==> src/rtl/cmp_tree_pkg.sv <==
package cmp_tree_pkg;

  // Smallest power of two that is >= w and >= 2.
  function automatic int pad_width(input int w);
    int p;
    p = 2;
    while (p < w) p = p * 2;
    return p;
  endfunction

  // Number of cell levels for a padded width: leaf level plus merge levels.
  function automatic int tree_levels(input int w);
    int n;
    int l;
    n = pad_width(w) / 2;
    l = 1;
    while (n > 1) begin
      n = n / 2;
      l = l + 1;
    end
    return l;
  endfunction

endpackage

==> src/rtl/cmp_rgate.sv <==
// Primitive term generator: r = (a & ~b) ^ c.
module cmp_rgate (
  input  logic a,
  input  logic b,
  input  logic c,
  output logic r
);
  assign r = (a & ~b) ^ c;
endmodule

==> src/rtl/cmp_cell2.sv <==
// 2-bit magnitude cell. gt: xa > yb, lt: xa < yb.
// The low-bit term is gated by high-bit equality; the high and low terms
// are mutually exclusive, so they are joined with XOR.
module cmp_cell2 (
  input  logic [1:0] xa,
  input  logic [1:0] yb,
  output logic       gt,
  output logic       lt
);
  logic hi_same;
  logic hi_gt;
  logic hi_lt;
  logic lo_gt_en;
  logic lo_lt_en;

  assign hi_same  = ~(xa[1] ^ yb[1]);
  assign lo_gt_en = hi_same & xa[0];
  assign lo_lt_en = hi_same & yb[0];

  cmp_rgate u_hgt (.a(xa[1]),    .b(yb[1]), .c(1'b0),  .r(hi_gt));
  cmp_rgate u_hlt (.a(yb[1]),    .b(xa[1]), .c(1'b0),  .r(hi_lt));
  cmp_rgate u_lgt (.a(lo_gt_en), .b(yb[0]), .c(hi_gt), .r(gt));
  cmp_rgate u_llt (.a(lo_lt_en), .b(xa[0]), .c(hi_lt), .r(lt));
endmodule

==> src/rtl/cmp_rst_sync.sv <==
// Reset synchronizer: asynchronous assertion, synchronous release.
module cmp_rst_sync (
  input  logic clk,
  input  logic rst_n,
  output logic rst_n_sync
);
  logic [1:0] sync_q;
  logic [1:0] sync_d;

  always_comb begin
    sync_d = {sync_q[0], 1'b1};
  end

  always_ff @(posedge clk or negedge rst_n) begin
    if (!rst_n) sync_q <= 2'b00;
    else        sync_q <= sync_d;
  end

  assign rst_n_sync = sync_q[1];
endmodule

==> src/rtl/cmp_level.sv <==
// One tree level: NODES cells side by side, optionally registered.
// Pair j reads bits {2j+1, 2j}; the higher bit is the more significant side.
module cmp_level #(
  parameter int NODES = 4,
  parameter bit PIPE  = 1'b1
) (
  input  logic               clk,
  input  logic               rst_n,
  input  logic               vld_i,
  input  logic [2*NODES-1:0] x_i,
  input  logic [2*NODES-1:0] y_i,
  output logic               vld_o,
  output logic [NODES-1:0]   gt_o,
  output logic [NODES-1:0]   lt_o
);
  logic [NODES-1:0] gt_c;
  logic [NODES-1:0] lt_c;

  for (genvar j = 0; j < NODES; j++) begin : g_node
    cmp_cell2 u_cell (
      .xa(x_i[2*j+1 -: 2]),
      .yb(y_i[2*j+1 -: 2]),
      .gt(gt_c[j]),
      .lt(lt_c[j])
    );
  end

  if (PIPE) begin : g_reg
    logic             vld_q;
    logic             vld_d;
    logic [NODES-1:0] gt_q;
    logic [NODES-1:0] lt_q;
    logic [NODES-1:0] gt_d;
    logic [NODES-1:0] lt_d;
    logic             ld_en;

    always_comb begin
      vld_d = vld_i;
      ld_en = vld_i;
      gt_d  = gt_c;
      lt_d  = lt_c;
    end

    always_ff @(posedge clk or negedge rst_n) begin
      if (!rst_n) vld_q <= 1'b0;
      else        vld_q <= vld_d;
    end

    always_ff @(posedge clk) begin
      if (ld_en) begin
        gt_q <= gt_d;
        lt_q <= lt_d;
      end
    end

    assign vld_o = vld_q;
    assign gt_o  = gt_q;
    assign lt_o  = lt_q;
  end else begin : g_comb
    assign vld_o = vld_i;
    assign gt_o  = gt_c;
    assign lt_o  = lt_c;
  end
endmodule

==> src/rtl/cmp_result.sv <==
// Output stage: decode the root flag pair into three exclusive signals.
module cmp_result (
  input  logic root_vld,
  input  logic root_gt,
  input  logic root_lt,
  output logic out_valid,
  output logic lt,
  output logic gt,
  output logic eq
);
  assign out_valid = root_vld;
  assign lt        = root_lt;
  assign gt        = root_gt;
  assign eq        = ~(root_gt | root_lt);
endmodule

==> src/rtl/cmp_tree_top.sv <==
module cmp_tree_top
  import cmp_tree_pkg::*;
#(
  parameter int WIDTH = 8,
  parameter bit PIPE  = 1'b1
) (
  input  logic             clk,
  input  logic             rst_n,
  input  logic             in_valid,
  input  logic [WIDTH-1:0] opa,
  input  logic [WIDTH-1:0] opb,
  output logic             out_valid,
  output logic             lt,
  output logic             gt,
  output logic             eq
);
  localparam int PADW   = pad_width(WIDTH);
  localparam int LEVELS = tree_levels(WIDTH);

  logic            rst_n_int;
  logic [PADW-1:0] opa_pad;
  logic [PADW-1:0] opb_pad;

  cmp_rst_sync u_rst (.clk(clk), .rst_n(rst_n), .rst_n_sync(rst_n_int));

  assign opa_pad = PADW'(opa);
  assign opb_pad = PADW'(opb);

  for (genvar s = 0; s < LEVELS; s++) begin : g_lvl
    localparam int NODES = PADW >> (s + 1);
    logic [2*NODES-1:0] xin;
    logic [2*NODES-1:0] yin;
    logic               vin;
    logic [NODES-1:0]   gto;
    logic [NODES-1:0]   lto;
    logic               vo;

    if (s == 0) begin : g_leaf
      assign xin = opa_pad;
      assign yin = opb_pad;
      assign vin = in_valid;
    end else begin : g_merge
      // Child flags as 2-bit numbers: greater flags form x, less flags form y.
      assign xin = g_lvl[s-1].gto;
      assign yin = g_lvl[s-1].lto;
      assign vin = g_lvl[s-1].vo;
    end

    cmp_level #(.NODES(NODES), .PIPE(PIPE)) u_lvl (
      .clk  (clk),
      .rst_n(rst_n_int),
      .vld_i(vin),
      .x_i  (xin),
      .y_i  (yin),
      .vld_o(vo),
      .gt_o (gto),
      .lt_o (lto)
    );
  end

  cmp_result u_res (
    .root_vld (g_lvl[LEVELS-1].vo),
    .root_gt  (g_lvl[LEVELS-1].gto[0]),
    .root_lt  (g_lvl[LEVELS-1].lto[0]),
    .out_valid(out_valid),
    .lt       (lt),
    .gt       (gt),
    .eq       (eq)
  );
endmodule

==> config.mk <==
export PLATFORM = sky130hd
export DESIGN_NAME = cmp_tree_top
export DESIGN_NICKNAME = d
export VERILOG_FILES = /design/src/rtl/cmp_tree_pkg.sv /design/src/rtl/cmp_rgate.sv /design/src/rtl/cmp_cell2.sv /design/src/rtl/cmp_rst_sync.sv /design/src/rtl/cmp_level.sv /design/src/rtl/cmp_result.sv /design/src/rtl/cmp_tree_top.sv
export SDC_FILE = /design/constraint.sdc
export NUM_CORES = 1
export LEC_CHECK = 0
export ABC_AREA = 0
export BUFFER_PORTS_ARGS = -buffer_cell sky130_fd_sc_hd__buf_2
export CORE_UTILIZATION = 52
export DETAILED_ROUTE_END_ITERATION = 16
export GPL_TIMING_DRIVEN = 0
export HOLD_SLACK_MARGIN = 0.12
export PLACE_DENSITY_LB_ADDON = 0.12
export SLEW_MARGIN = 20
export SYNTH_ARGS = -nofsm -noshare
export SYNTH_HDL_FRONTEND = slang
export SYNTH_SLANG_ARGS = --single-unit
==> constraint.sdc <==
create_clock -name clk -period 0.8 [get_ports clk]
set_input_delay 0.12 -clock clk [delete_from_list [all_inputs] [get_ports clk]]
set_output_delay 0.12 -clock clk [all_outputs]
set_load 0.02 [all_outputs]
==> summary.txt <==
Outcome: finished, violations left
Violated checks: setup timing
Number of flops mapped to enable cells by yosys: 14
Die width: 46.0 um
Longest Clk Path Bufs: 2
Final Max Tran Viols: 0
Crit path buf inv count: 3
Post-Synth Adder-Cell Area: 0.174
Area leader, netlist: edfxtp_1
Crit path capture type: flip-flop
Grt ovf: 0
Share of layout cells above drive strength 1: 0.389
Area after DPL: 1240 sq um
Routed WL per cell: 10.8 um
HP Class: flip-flop to async pin
Final GP Congestion: 0.643
Yosys warns: 0
Final period util: 1.51
Met1 usage: 0.148
Power Total: 2.37 mW
Clock latency on the worst-skew pair: 0.29 ns
Gate count after technology mapping: 77
Post-synthesis area per instance: 13.1 sq um
Most frequent cells after synthesis: edfxtp_1, ha_1, inv_1, nand3b_1, xnor2_1
Worst Path Arrival: 1.25 ns
WS Path Type: flip-flop to flip-flop
Ys flop type: edfxtp_1
Design Area, Final: 1380 sq um
Post-synthesis mux area share: 0
FMAX: 830 MHz
Synthesized Nets: 110
Final Hold Viols: 0
Largest net degree at the start of global routing: 11
Num CTS Buffers: 3
Most used routing layer: met2
Critical Path RT: 0.85 ns
Startpoint Class: flip-flop
Pleak: 0.571 nW
Reg2reg end: g_lvl[2].u_lvl.lt_o$_DFFE_PP_
Clk pin slew, worst setup/hold paths: 0.10 ns
Detailed Place HPWL: 1170 um
Number of port buffers: 22
Synthesis-stage register bit count: 19
Met3 global-route usage: 0.0119
Complex-gate fraction of the synthesized area: 0
Initial DRC count: 7
Clk_skew: 0.00211 ns
Initial antenna violation count: 0
CP max FO: 2
Peak supply drop: 1.04 mV
FF-to-FF Start: g_lvl[1].u_lvl.gt_o[1]$_DFFE_PP_
Fraction of registers with async set/reset: 0.263
Row Count: 15
Initial Utilization: 0.572
DRC errors left: 0
R2r setup slk: -0.41 ns
Max-Cap Viols: 0
First-pass GRT wire length: 2240 um
Crit-path max cell delay: 0.44 ns
Critical path's top delay family: flip-flops
Synth top area cells: edfxtp_1, ha_1, dfrtp_1
Antenna diode count: 0
DP Worst Slack: -0.408 ns
Reg2Reg Depth: 5
Met2 global-route usage: 0.304
Clk sink count: 19
Vias in the first global route: 617
CTS tree: done
Largest family of logic cells by synthesized area: adder cells
Xor/xnor share of the synthesized area: 0.122
Finish-stage setup viols: 10
H-tree levels: 1
Origin of the worst setup path: g_lvl[1].u_lvl.gt_o[1]$_DFFE_PP_
Simple-Gate Fraction of Synth Area: 0.108
Hold-fix buffers, CTS: 2
Fin nets: 142
GRT Overall Usage: 0.153
Die ar.: 2120 sq um
Synth-to-Final Area Change: 37.0%
Die Height: 46.0 um
Vias/cell: 4.69
Unrepaired setup endpoints after global routing: true
Most frequent CP cell: buf_4
Critical path cell sequence: buf_4, buf_4, inv_2, ha_4, xnor2_1
Post-route minimum period: 1.21 ns
Synthesized cell area: 1010 sq um
Setup ws final: -0.405 ns
Critical-path cell with the highest stage delay: edfxtp_1
Io pins: 23
Core Footprint: 1760 sq um
Clk root buf: clkbuf_4
Router iterations before antenna repair: 3
Routed WL: 1440 um
Pwr dens: 1720 nW/um^2
ANT nets after route: 0
Post-synth top area share: 0.417
# fillers: 126
Final Util: 0.783
Distinct cells, synth: 8
Sequential fraction of the synthesis area: 0.541
Total number of vias: 624
-- area by class of cell --
type,instances,area [sq um],share of cell area
Clock buffer,4,26.3,0.0190
Inverter,14,82.6,0.0598
Multi-Input combinational cell,44,518,0.375
Sequential cell,19,546,0.395
Tap cell,25,31.3,0.0226
Timing Repair Buffer,27,178,0.129
-- logic make-up after synthesis --
family | count (synthesis)
adders and majority gates | 14
xor gates and xnor gates | 14
DFF | 19
buffers and inverters | 14
and+or+nand+nor | 15
other | 1
-- power by group --
group          switching [mW]  internal [mW]
Clock                   0.264          0.194
Combinational           0.273          0.352
Sequential             0.0824           1.21
Total                   0.619           1.75
-- how the worst max path moves through the flow --
stage,to,slack [ns],cells past startpoint
4_1_cts,g_lvl[2].u_lvl.gt_o$_DFFE_PP_,-0.42,3
2_1_floorplan,g_lvl[1].u_lvl.gt_o[0]$_DFFE_PP_,-0.32,3
3_3_place_gp,g_lvl[2].u_lvl.gt_o$_DFFE_PP_,-0.39,3
5_1_grt,g_lvl[1].u_lvl.lt_o[0]$_DFFE_PP_,-0.44,3
6_report,g_lvl[2].u_lvl.lt_o$_DFFE_PP_,-0.41,5
3_5_place_dp,g_lvl[2].u_lvl.gt_o$_DFFE_PP_,-0.41,3
-- sequential cells by signal (all words and copies together), names as in the netlist --
signal,count
g_lvl.u_lvl.lt_o,7
u_rst.sync_q,2
g_lvl.u_lvl.vld_o,3
g_lvl.u_lvl.gt_o,7
-- metrics by stage --
| stage | instances | hold slack [ns] | TNS (ns) |
|---|---|---|---|
| global route | 133 | 0.0667 | -3.55 |
| detailed placement | 124 | -0.0942 | -4.20 |
| CTS | 131 | 0.0634 | -3.27 |
| finish | 133 | 0.0576 | -3.23 |
| floorplan | 77 | -0.176 | -2.18 |
| global placement | 124 | -0.0947 | -3.85 |
-- repair_timing --
item,4_1_cts,5_1_grt
setup endpoints to repair,10,10
endpoints found under the hold margin,6,3
gates cloned,0,0
resized for setup,8,6
setup buffers,1,2
pin swaps,0,4
-- cells in the final DEF, fill, tap and decap left out --
cell type | Yosys | routed
conb_1 | 1 | 1
ha_1 | 14 | 6
dlygate4sd3_1 | 0 | 2
nor2_4 | 0 | 1
dfrtp_1 | 5 | 5
nand3b_1 | 14 | 14
inv_1 | 14 | 9
buf_4 | 0 | 3
ha_4 | 0 | 8
xnor2_1 | 14 | 14
buf_2 | 0 | 18
inv_2 | 0 | 1
clkbuf_1 | 0 | 1
inv_8 | 0 | 4
buf_6 | 0 | 4
edfxtp_1 | 14 | 14
clkbuf_4 | 0 | 3
-- routing by layer --
metal	routed length, um	vias up
met5	0	-
met4	20	0
met3	29	2
met2	875	15
met1	510	293
li1	-	314
Note: power is estimated with default switching activity, not from simulation.
